<file path="config.mk">
export PLATFORM = sky130hd
export DESIGN_NAME = sector_read_seq
export DESIGN_NICKNAME = d
export VERILOG_FILES = /design/src/rtl/secrd_pkg.sv /design/src/rtl/secrd_datapath.sv /design/src/rtl/secrd_control.sv /design/src/rtl/sector_read_seq.sv
export SDC_FILE = /design/constraint.sdc
export NUM_CORES = 1
export LEC_CHECK = 0
export ABC_AREA = 0
export BUFFER_PORTS_ARGS = -buffer_cell sky130_fd_sc_hd__buf_2
export CAP_MARGIN = 20
export CORE_MARGIN = 3
export CORE_UTILIZATION = 57
export DETAILED_ROUTE_END_ITERATION = 8
export PLACE_DENSITY = 0.79
export SLEW_MARGIN = 0
export SYNTH_ARGS = -nofsm -noshare
export SYNTH_HDL_FRONTEND = slang
export SYNTH_SLANG_ARGS = --single-unit
</file>
<file path="constraint.sdc">
create_clock -name clk -period 2.4 [get_ports clk]
set_input_delay 0.6 -clock clk [delete_from_list [all_inputs] [get_ports clk]]
set_output_delay 0.6 -clock clk [all_outputs]
set_load 0.01 [all_outputs]
</file>
<file path="src/rtl/secrd_pkg.sv">
package secrd_pkg;

  localparam int WORD_W     = 16;
  localparam int SYNC_ZEROS = 15;

  typedef enum logic [2:0] {
    ST_IDLE,
    ST_PRE,
    ST_HUNT,
    ST_WORDS,
    ST_DONE,
    ST_ERR
  } seqState_t;

  // strobes from control to datapath
  typedef struct packed {
    logic loadBase;  // latch base address
    logic clrRec;    // restart record: checksum, counters, timer
    logic clrTimer;  // restart the cycle timer only
    logic huntEn;    // track zero run for sync
    logic shiftEn;   // assemble word bits
    logic wrWord;    // commit assembled word to RAM
  } dpCtrl_t;

endpackage

</file>
<file path="src/rtl/secrd_datapath.sv">
module secrd_datapath
  import secrd_pkg::*;
#(
  parameter int ADDR_W       = 16,
  parameter int HDR_WORDS    = 2,
  parameter int LBL_WORDS    = 8,
  parameter int DAT_WORDS    = 256,
  parameter int PRE_CYC      = 200,
  parameter int SYNC_TIMEOUT = 2000,
  parameter logic [15:0] CK_SEED = 16'h5A5A
) (
  input  logic              clk,
  input  logic              rstN,
  input  dpCtrl_t           ctrl,
  input  logic [1:0]        recIdx,
  input  logic              rdStrobe,
  input  logic              rdBit,
  input  logic [ADDR_W-1:0] baseAddr,
  output logic              preDone,
  output logic              huntTimeout,
  output logic              syncHit,
  output logic              wordFull,
  output logic              lastWord,
  output logic              ckMatch,
  output logic              ramWe,
  output logic [ADDR_W-1:0] ramAddr,
  output logic [WORD_W-1:0] ramData
);

  localparam int MAX_LEN  = (DAT_WORDS > LBL_WORDS) ?
                            ((DAT_WORDS > HDR_WORDS) ? DAT_WORDS : HDR_WORDS) :
                            ((LBL_WORDS > HDR_WORDS) ? LBL_WORDS : HDR_WORDS);
  localparam int CNT_W    = $clog2(MAX_LEN + 1);
  localparam int TMAX     = (PRE_CYC > SYNC_TIMEOUT) ? PRE_CYC : SYNC_TIMEOUT;
  localparam int TIMER_W  = $clog2(TMAX + 1);
  localparam int TOTAL    = HDR_WORDS + LBL_WORDS + DAT_WORDS;
  localparam int BIT_W    = $clog2(WORD_W);
  localparam logic [TIMER_W-1:0] PRE_LAST = TIMER_W'(PRE_CYC - 1);
  localparam logic [TIMER_W-1:0] TO_LAST  = TIMER_W'(SYNC_TIMEOUT - 1);
  localparam logic [3:0]         RUN_MAX  = 4'(SYNC_ZEROS);

  logic [TIMER_W-1:0] cycCnt;
  logic [3:0]         zeroRun;
  logic [WORD_W-1:0]  shiftReg;
  logic [BIT_W-1:0]   bitCnt;
  logic [CNT_W-1:0]   wordCnt;
  logic [CNT_W-1:0]   curLen;
  logic [WORD_W-1:0]  ckAcc;
  logic [ADDR_W-1:0]  nextAddr;
  logic [ADDR_W-1:0]  baseHold;

  always_comb begin
    case (recIdx)
      2'd0:    curLen = CNT_W'(HDR_WORDS);
      2'd1:    curLen = CNT_W'(LBL_WORDS);
      default: curLen = CNT_W'(DAT_WORDS);
    endcase
  end

  // shared cycle timer: preamble length, then sync-hunt deadline
  always_ff @(posedge clk) begin
    if (!rstN)                            cycCnt <= '0;
    else if (ctrl.clrRec || ctrl.clrTimer) cycCnt <= '0;
    else if (cycCnt != '1)                cycCnt <= cycCnt + 1'b1;
  end

  assign preDone     = (cycCnt == PRE_LAST);
  assign huntTimeout = (cycCnt == TO_LAST);

  // zero-run tracker for sync detection
  always_ff @(posedge clk) begin
    if (!rstN || ctrl.clrRec) zeroRun <= '0;
    else if (ctrl.huntEn && rdStrobe) begin
      if (rdBit)                  zeroRun <= '0;
      else if (zeroRun != RUN_MAX) zeroRun <= zeroRun + 1'b1;
    end
  end

  assign syncHit = ctrl.huntEn && rdStrobe && rdBit && (zeroRun == RUN_MAX);

  // bit assembly, MSB first
  always_ff @(posedge clk) begin
    if (!rstN) begin
      shiftReg <= '0;
      bitCnt   <= '0;
      wordFull <= 1'b0;
    end else begin
      wordFull <= ctrl.shiftEn && rdStrobe && (bitCnt == '1);
      if (ctrl.clrRec) bitCnt <= '0;
      else if (ctrl.shiftEn && rdStrobe) begin
        shiftReg <= {shiftReg[WORD_W-2:0], rdBit};
        bitCnt   <= bitCnt + 1'b1;
      end
    end
  end

  // per-record word count and checksum
  always_ff @(posedge clk) begin
    if (!rstN) begin
      wordCnt <= '0;
      ckAcc   <= CK_SEED;
    end else if (ctrl.clrRec) begin
      wordCnt <= '0;
      ckAcc   <= CK_SEED;
    end else if (ctrl.wrWord) begin
      wordCnt <= wordCnt + 1'b1;
      ckAcc   <= ckAcc ^ shiftReg;
    end
  end

  assign lastWord = (wordCnt == curLen);
  assign ckMatch  = (shiftReg == ckAcc);

  // RAM port and address stepping
  always_ff @(posedge clk) begin
    if (!rstN) begin
      nextAddr <= '0;
      baseHold <= '0;
      ramWe    <= 1'b0;
      ramAddr  <= '0;
      ramData  <= '0;
    end else begin
      ramWe <= ctrl.wrWord;
      if (ctrl.loadBase) begin
        nextAddr <= baseAddr;
        baseHold <= baseAddr;
      end else if (ctrl.wrWord) begin
        nextAddr <= nextAddr + 1'b1;
      end
      if (ctrl.wrWord) begin
        ramAddr <= nextAddr;
        ramData <= shiftReg;
      end
    end
  end

  // one enable per word, never back to back
  assert_single_we_R5: assert property (@(posedge clk) disable iff (!rstN)
    ramWe |=> !ramWe);

  // every write lands inside the sector window above the base
  assert_addr_window_R5: assert property (@(posedge clk) disable iff (!rstN)
    ramWe |-> (ADDR_W'(ramAddr - baseHold) < ADDR_W'(TOTAL)));

  // a record word is committed only while the record is not yet full
  assert_no_overrun_R6: assert property (@(posedge clk) disable iff (!rstN)
    ctrl.wrWord |-> (wordCnt < curLen));

endmodule

</file>
<file path="src/rtl/secrd_control.sv">
module secrd_control
  import secrd_pkg::*;
#(
  parameter int SEC_W = 4
) (
  input  logic             clk,
  input  logic             rstN,
  input  logic             sectorMark,
  input  logic [SEC_W-1:0] sectorCount,
  input  logic [SEC_W-1:0] targetSector,
  input  logic             preDone,
  input  logic             huntTimeout,
  input  logic             syncHit,
  input  logic             wordFull,
  input  logic             lastWord,
  input  logic             ckMatch,
  output dpCtrl_t          ctrl,
  output logic [1:0]       recIdx,
  output logic             busy,
  output logic             done,
  output logic             error
);

  seqState_t state, stateNext;
  logic      recClr, recInc, armHit;

  assign armHit = sectorMark && (sectorCount == targetSector);

  always_comb begin
    stateNext = state;
    ctrl      = '0;
    recClr    = 1'b0;
    recInc    = 1'b0;
    case (state)
      ST_IDLE, ST_DONE, ST_ERR: begin
        if (armHit) begin
          stateNext     = ST_PRE;
          ctrl.clrRec   = 1'b1;
          ctrl.loadBase = 1'b1;
          recClr        = 1'b1;
        end
      end
      ST_PRE: begin
        if (preDone) begin
          stateNext     = ST_HUNT;
          ctrl.clrTimer = 1'b1;
        end
      end
      ST_HUNT: begin
        ctrl.huntEn = 1'b1;
        if (syncHit)          stateNext = ST_WORDS;
        else if (huntTimeout) stateNext = ST_ERR;
      end
      ST_WORDS: begin
        ctrl.shiftEn = 1'b1;
        if (wordFull) begin
          if (!lastWord) begin
            ctrl.wrWord = 1'b1;
          end else if (!ckMatch) begin
            stateNext = ST_ERR;
          end else if (recIdx == 2'd2) begin
            stateNext = ST_DONE;
          end else begin
            stateNext   = ST_PRE;
            ctrl.clrRec = 1'b1;
            recInc      = 1'b1;
          end
        end
      end
      default: stateNext = ST_IDLE;
    endcase
  end

  always_ff @(posedge clk) begin
    if (!rstN) begin
      state  <= ST_IDLE;
      recIdx <= '0;
    end else begin
      state <= stateNext;
      if (recClr)      recIdx <= '0;
      else if (recInc) recIdx <= recIdx + 1'b1;
    end
  end

  assign busy  = (state == ST_PRE) || (state == ST_HUNT) || (state == ST_WORDS);
  assign done  = (state == ST_DONE);
  assign error = (state == ST_ERR);

  // a read only starts after a matching sector mark
  assert_arm_match_R2: assert property (@(posedge clk) disable iff (!rstN)
    $rose(busy) |-> ($past(sectorMark) && $past(sectorCount == targetSector)));

  // done follows a matching checksum on a full record
  assert_done_on_match_R6: assert property (@(posedge clk) disable iff (!rstN)
    $rose(done) |-> ($past(ckMatch) && $past(lastWord)));

  // a bad checksum stops the read with an error
  assert_bad_ck_error_R7: assert property (@(posedge clk) disable iff (!rstN)
    (state == ST_WORDS && wordFull && lastWord && !ckMatch) |=> error);

  // deadline without sync gives error
  assert_hunt_timeout_R8: assert property (@(posedge clk) disable iff (!rstN)
    (state == ST_HUNT && huntTimeout && !syncHit) |=> error);

  // outcome flags are exclusive
  assert_flags_exclusive_R9: assert property (@(posedge clk) disable iff (!rstN)
    $onehot0({busy, done, error}));

endmodule

</file>
<file path="src/rtl/sector_read_seq.sv">
module sector_read_seq
  import secrd_pkg::*;
#(
  parameter int ADDR_W       = 16,
  parameter int SEC_W        = 4,
  parameter int HDR_WORDS    = 2,
  parameter int LBL_WORDS    = 8,
  parameter int DAT_WORDS    = 256,
  parameter int PRE_CYC      = 200,
  parameter int SYNC_TIMEOUT = 2000,
  parameter logic [15:0] CK_SEED = 16'h5A5A
) (
  input  logic              clk,
  input  logic              rstN,
  input  logic              sectorMark,
  input  logic [SEC_W-1:0]  sectorCount,
  input  logic [SEC_W-1:0]  targetSector,
  input  logic [ADDR_W-1:0] baseAddr,
  input  logic              rdStrobe,
  input  logic              rdBit,
  output logic              ramWe,
  output logic [ADDR_W-1:0] ramAddr,
  output logic [15:0]       ramData,
  output logic              busy,
  output logic              done,
  output logic              error
);

  dpCtrl_t    ctrl;
  logic [1:0] recIdx;
  logic       preDone, huntTimeout, syncHit, wordFull, lastWord, ckMatch;

  secrd_control #(.SEC_W(SEC_W)) u_ctrl (
    .clk          (clk),
    .rstN         (rstN),
    .sectorMark   (sectorMark),
    .sectorCount  (sectorCount),
    .targetSector (targetSector),
    .preDone      (preDone),
    .huntTimeout  (huntTimeout),
    .syncHit      (syncHit),
    .wordFull     (wordFull),
    .lastWord     (lastWord),
    .ckMatch      (ckMatch),
    .ctrl         (ctrl),
    .recIdx       (recIdx),
    .busy         (busy),
    .done         (done),
    .error        (error)
  );

  secrd_datapath #(
    .ADDR_W       (ADDR_W),
    .HDR_WORDS    (HDR_WORDS),
    .LBL_WORDS    (LBL_WORDS),
    .DAT_WORDS    (DAT_WORDS),
    .PRE_CYC      (PRE_CYC),
    .SYNC_TIMEOUT (SYNC_TIMEOUT),
    .CK_SEED      (CK_SEED)
  ) u_dp (
    .clk         (clk),
    .rstN        (rstN),
    .ctrl        (ctrl),
    .recIdx      (recIdx),
    .rdStrobe    (rdStrobe),
    .rdBit       (rdBit),
    .baseAddr    (baseAddr),
    .preDone     (preDone),
    .huntTimeout (huntTimeout),
    .syncHit     (syncHit),
    .wordFull    (wordFull),
    .lastWord    (lastWord),
    .ckMatch     (ckMatch),
    .ramWe       (ramWe),
    .ramAddr     (ramAddr),
    .ramData     (ramData)
  );

endmodule

</file>
==> run summary, run 1 <==
CTS Sinks -> 115
Share of layout cells above drive strength 1 -> 0.174
Mapped Cells -> 603
Clk buf depth -> 2
Synth unique cells -> 48
Worst Path Max Fanout -> 32
Global route total overflow -> 0
FF+latch count, synth -> 115
Seq/Total Area, Yosys -> 0.456
Status -> finished, final reports clean
Ys flop type -> dfxtp_1
Core area -> 8420 um^2
Full die area -> 10000 um^2
Placed Area -> 5500 um^2
Post-synth ARST share -> 0
Reg clk slew, reported paths -> 0.06 ns
Hold_buf cts -> 0
Largest net degree at the start of global routing -> 43
Iteration-0 DRC Markers -> 290
Dpl cells -> 756
Number of core rows -> 33
DR vias/cell -> 5.68
RSZ-0062 raised after global routing -> false
P per Cell Area -> 762 nW/um^2
Finished Layout Cells -> 788
Maximum VDD drop -> 0.000560 V
# DRC -> 0
TritonCTS buffer count -> 17
Worst R2R Path Depth -> 7
Root Buffer -> clkbuf_8
Synth Area per Inst -> 8.38 um^2
H-Tree Depth -> 4
Syn. warnings -> 0
Final Routed Wirelength -> 11800 um
FF-to-FF setup slack -> 0.15 ns
Syn Nets -> 640
Worst hold path type -> in2reg
Tightest Pin Transition -> 0.561 ns
Final Cell Area -> 6090 um^2
TritonCTS clock tree -> built
Final Cycle Share -> 0.938
Period minus WS final -> 2.25 ns
Diode count -> 0
DRT Pass-1 Iters -> 5
Initial Utilization -> 0.600
Vias in the first global route -> 4381
CP Capture Type -> flop
Final Hold Violating Endpoints -> 0
RR Startpoint -> u_ctrl.recIdx[0]
EDFF count, synth -> 0
Worst path arrival time -> 2.64 ns
Setup crit start kind -> flop
Initial antenna violation count -> 0
Chip height -> 100 um
CP startpoint -> u_ctrl.recIdx[0]
Via count -> 4473
Horiz. Die Dim -> 100 um
CP Capture Point -> u_dp.wordCnt[2]
Routed len/inst -> 15.0 um
Total GRT Usage -> 0.249
ANT nets after route -> 0
Setup TNS -> 0 ns
Clk_lat worst skew -> 0.51 ns
Mapped cell area -> 5050 um^2
IO Pins -> 65
CP Class -> reg2reg
First-pass GRT wire length -> 20300 um
Peak Freq -> 444 MHz
Fin Clk Skew -> 0.00839 ns
Final Max Tran Viols -> 0
Worst Path Required -> 2.78 ns
Max cap viols -> 0
Setup violations, final -> 0
FF-to-FF End -> u_dp.wordCnt[2]
Worst slew margin -> 0.623
PortBufs -> 64
Final Net Count -> 707
Static leakage -> 2.36 nW
Dpl hpwl -> 7920 um
GP Congestion -> 0.867
Area grow syn2layout -> 20.7%
## state kept, by name, summed over array words and instances, names as in the netlist, 9 cells and up
name	flops
u_dp.ramData	16
u_dp.ckAcc	16
u_dp.shiftReg	16
u_dp.nextAddr	16
u_dp.cycCnt	11
u_dp.wordCnt	9
u_dp.ramAddr	16
## worst max-delay path: stages (launching register included)
cell	delay (ns)
dfxtp_1	0.38
inv_1	0.09
ha_1	0.22
o31a_1	0.29
or4_4	0.54
o21ai_4	0.16
buf_4	0.34
nor2_1	0.09
## per-layer routing
metal / GRT usage / wire, um / vias up
li1: - / - / 2205
met1: 0.310 / 5050 / 2101
met2: 0.417 / 5920 / 143
met3: 0.0577 / 628 / 24
met4: 0.0984 / 216 / 0
met5: 0 / 0 / -
## power breakdown
part / switching, mW / internal, mW / leakage, nW
Combinational: 0.124 / 0.0847 / 1.14
Clock: 0.868 / 1.60 / 0.284
Sequential: 0.0330 / 1.93 / 0.927
## metrics by stage
| stage | setup slack (ns) | utilization | hold WS, ns | total power, mW |
|---|---|---|---|---|
| final | 0.149 | 0.724 | 0.363 | 4.65 |
| after CTS | 0.143 | 0.723 | 0.341 | 4.67 |
| after global placement | 0.225 | 0.653 | 0.439 | 2.20 |
| after global routing | 0.0218 | 0.724 | 0.365 | 4.81 |
| after floorplan | 0.330 | - | 0.432 | 2.15 |
| after detailed placement | 0.163 | 0.653 | 0.444 | 2.21 |
## kinds of logic after synthesis
family / Yosys count / synth area share
simple gates: 257 / 0.235
xor+xnor: 62 / 0.108
fa+ha+maj: 8 / 0.0198
mux: 6 / 0.0121
flops: 115 / 0.456
compound gates: 114 / 0.134
buf+inv: 41 / 0.0364
## Yosys cell counts (all sizes together) (2+ instances only)
library cell	n	area, um^2
a211oi	5	37.5
dfxtp	115	2300
and2	3	18.8
nor4	6	37.5
mux2i	5	50.1
nand4	14	87.6
a21o	2	15.0
inv	8	30.0
o31ai	2	15.0
nor2	50	188
clkbuf	17	63.8
nand3	30	150
and3b	3	26.3
a311oi	2	17.5
nor3b	2	15.0
o22ai	2	12.5
a21oi	50	250
and3	9	56.3
a31oi	3	18.8
nand2	105	394
o21ai	35	198
xor2	47	412
or4	3	26.3
xnor2	15	131
ha	8	100
nor3	17	85.1
nand2b	9	56.3
o2111ai	2	17.5
buf	16	90.1
o211ai	3	22.5
a22oi	2	15.0
## repair_timing
action / 4_1_cts / 5_1_grt
gates resized for setup: 0 / 1
buffers inserted: 0 / 0
endpoints found under the setup margin: 0 / 2
## area by class of cell
type	count	area, um^2
inverter	8	30.0
clock buffer	19	432
sequential	115	2300
tap	105	131
timing repair buffer	81	464
fill	643	2330
multi-input combinational	447	2580
clock inverter	13	159
## worst min path at each step
stage	from	to	cells past startpoint
global placement	u_dp.ramData[14]	u_dp.ramData[14]	2
floorplan	u_dp.nextAddr[11]	u_dp.ramAddr[11]	2
global route	baseAddr[10]	u_dp.nextAddr[10]	3
detailed placement	u_dp.ramData[13]	u_dp.ramData[13]	2
CTS	baseAddr[15]	u_dp.nextAddr[15]	3
finish	baseAddr[15]	u_dp.nextAddr[15]	3
## layout by cell type, fill, tap and decap left out, types with 5 or more instances in the layout
cell       count
clkbuf_16     16
inv_1          8
dfxtp_1      115
ha_1           8
o21ai_0       31
nor4_1         6
buf_2         64
a211oi_1       5
nand2_1      105
xnor2_1       15
a21oi_1       50
nor2_1        50
nand2b_1       9
nand3_1       30
mux2i_1        5
nor3_1        17
and3_1         9
buf_4         15
nand4_1       14
xor2_1        47
Note: power is estimated with default switching activity, not from simulation.
==> run 2: changes to the inputs <==
--- a/config.mk
+++ b/config.mk
@@ -11,6 +11,7 @@
 export CORE_MARGIN = 3
 export CORE_UTILIZATION = 57
 export DETAILED_ROUTE_END_ITERATION = 8
+export GPL_TIMING_DRIVEN = 0
 export PLACE_DENSITY = 0.79
 export SLEW_MARGIN = 0
 export SYNTH_ARGS = -nofsm -noshare
==> run summary, run 2 (synthesized netlist as in run 1, its figures left out) <==
TritonCTS buffer count -> 17 (unchanged)
Setup TNS -> 0 ns (unchanged)
Fin Hold WS -> 0.359 ns (-0.00358 ns)
CP Class -> reg2reg
Iteration-0 DRC Markers -> 347 (+20%)
Total GRT Usage -> 0.254 (+0.00538)
HP Start -> baseAddr[10]
M1 wire length -> 5350 um (+6.1%)
Peak Freq -> 433 MHz (-2.5%)
DR vias/cell -> 5.68 (+0.12%)
Final Hold Violating Endpoints -> 0 (unchanged)
Vias in the first global route -> 4304 (-1.8%)
Worst path arrival time -> 2.70 ns (+0.06 ns)
CTS Sinks -> 115 (unchanged)
Root Buffer -> clkbuf_8
Worst hold path type -> in2reg
Number of core rows -> 33 (unchanged)
Horiz. Die Dim -> 100 um (unchanged)
Core area -> 8420 um^2 (unchanged)
Worst slew margin -> 0.352 (-0.271)
P per Cell Area -> 767 nW/um^2 (+0.67%)
Hold_buf cts -> 0 (unchanged)
Commonest non-fill, non-tap cell in the layout -> dfxtp_1
GP Congestion -> 0.896 (+3.5%)
Worst Path Max Fanout -> 10 (-69%)
Finished Layout Cells -> 808 (+2.5%)
IO Pins -> 65 (unchanged)
Worst Path Required -> 2.79 ns (about the same)
Reg clk slew, reported paths -> 0.06 ns (about the same)
Final Routed Wirelength -> 12500 um (+5.9%)
RR Startpoint -> u_ctrl.recIdx[0]
Full die area -> 10000 um^2 (unchanged)
Largest net degree at the start of global routing -> 17 (-60%)
Diode count -> 0 (unchanged)
Chip height -> 100 um (unchanged)
Global route total overflow -> 0 (unchanged)
Static leakage -> 2.36 nW (+0.36%)
Period minus WS final -> 2.31 ns (+0.0587 ns)
Fin Clk Skew -> 0.00436 ns (-0.00403 ns)
Initial Utilization -> 0.600 (unchanged)
Maximum VDD drop -> 0.000750 V (+34%)
Final Max Tran Viols -> 0 (unchanged)
Overall power -> 4.72 mW (+1.7%)
Dpl cells -> 771 (+2.0%)
Setup violations, final -> 0 (unchanged)
Most frequent cells in the layout -> dfxtp_1 (115), nand2_1 (105), buf_2 (72)
Clk buf depth -> 2 (unchanged)
CP Capture Type -> flop
TritonCTS clock tree -> built
Clk_lat worst skew -> 0.52 ns (about the same)
Setup crit start kind -> flop
Setup ws final -> 0.0900 ns (-0.0587 ns)
Status -> finished, final reports clean
Area grow syn2layout -> 21.8%
Final Cycle Share -> 0.962 (+0.0245)
Via count -> 4592 (+2.7%)
Dpl hpwl -> 8600 um (+8.6%)
Highest Signal Layer -> met4
DRT Pass-1 Iters -> 5 (unchanged)
Register area -> 2300 um^2 (unchanged)
Multi-input gate area -> 2570 um^2 (-0.24%)
# DRC -> 0 (unchanged)
Initial antenna violation count -> 0 (unchanged)
H-Tree Depth -> 4 (unchanged)
CP startpoint -> u_ctrl.recIdx[0]
Setup WS pre-CTS -> -0.152 ns (-0.315 ns)
Met3 Routed Length -> 671 um (+6.8%)
Placed Area -> 5500 um^2 (about the same)
ANT nets after route -> 0 (unchanged)
Routed len/inst -> 15.5 um (+3.3%)
Fillers -> 635 (-1.2%)
Tightest Pin Transition -> 0.964 ns (+0.403 ns)
Met2 WL -> 6130 um (+3.5%)
PortBufs -> 63 (-1.6%)
Share of layout cells above drive strength 1 -> 0.176 (+0.00216)
Final Cell Area -> 6150 um^2 (+0.99%)
RSZ-0062 raised after global routing -> true
First-pass GRT wire length -> 20200 um (-0.10%)
Final Net Count -> 727 (+2.8%)
Max cap viols -> 0 (unchanged)
Fin util -> 0.731 (+0.00713)
## run 2: cell count changes in the layout (fill, tap and decap cells not counted), moves of 2 or more
cell	previous run	this run
inv_6	1	3
clkinv_2	4	0
clkinvlp_4	3	5
clkbuf_1	1	17
buf_2	64	72
buf_4	15	9
## run 2: area by class of cell
cell class              count  area share
flip-flops and latches    115       0.374
clock buffers              18      0.0679
clock inverters            14      0.0293
repair buffers             69      0.0585
inverters                   8     0.00488
plain buffers              32      0.0264
multi-input cells         447       0.418
well taps                 105      0.0213
## run 2: layer usage
| layer | up-vias | GRT usage |
|---|---|---|
| met5 | - | 0 |
| met3 | 42 | 0.0542 |
| met1 | 2129 | 0.317 |
| li1 | 2259 | - |
| met4 | 0 | 0.118 |
| met2 | 162 | 0.420 |
## run 2: worst max-delay path, stage by stage, from the launching register on
cell and delay, ns:
dfxtp_1 0.36, inv_1 0.07, ha_1 0.22, o31a_1 0.34, or4_4 0.56, o21ai_4 0.24
o21bai_2 0.17, buf_6 0.16, a21oi_1 0.05
## run 2: worst paths after layout
path | slack [ns] | endpoint | cells past startpoint
worst max-delay path | 0.09 | u_dp.cycCnt[7] | 8
worst min-delay path | 0.36 | u_dp.nextAddr[10] | 3
worst max register to register | 0.09 | u_dp.cycCnt[7] | 8
worst min register to register | 0.45 | u_dp.ramAddr[9] | 2
## run 2: timing repair
| action | 4_1_cts | 5_1_grt |
|---|---|---|
| hold endpoints to repair | 0 | 0 |
| endpoints found under the setup margin | 23 | 79 |
| setup buffers | 2 | 4 |
| gates resized for setup | 0 | 10 |
| pin swaps | 1 | 2 |
| cloned | 0 | 0 |
## run 2: where the power goes
part / total (mW) / internal, mW / switching [mW]
logic: 0.248 / 0.0995 / 0.149
registers: 1.95 / 1.93 / 0.0180
clock network: 2.53 / 1.59 / 0.933
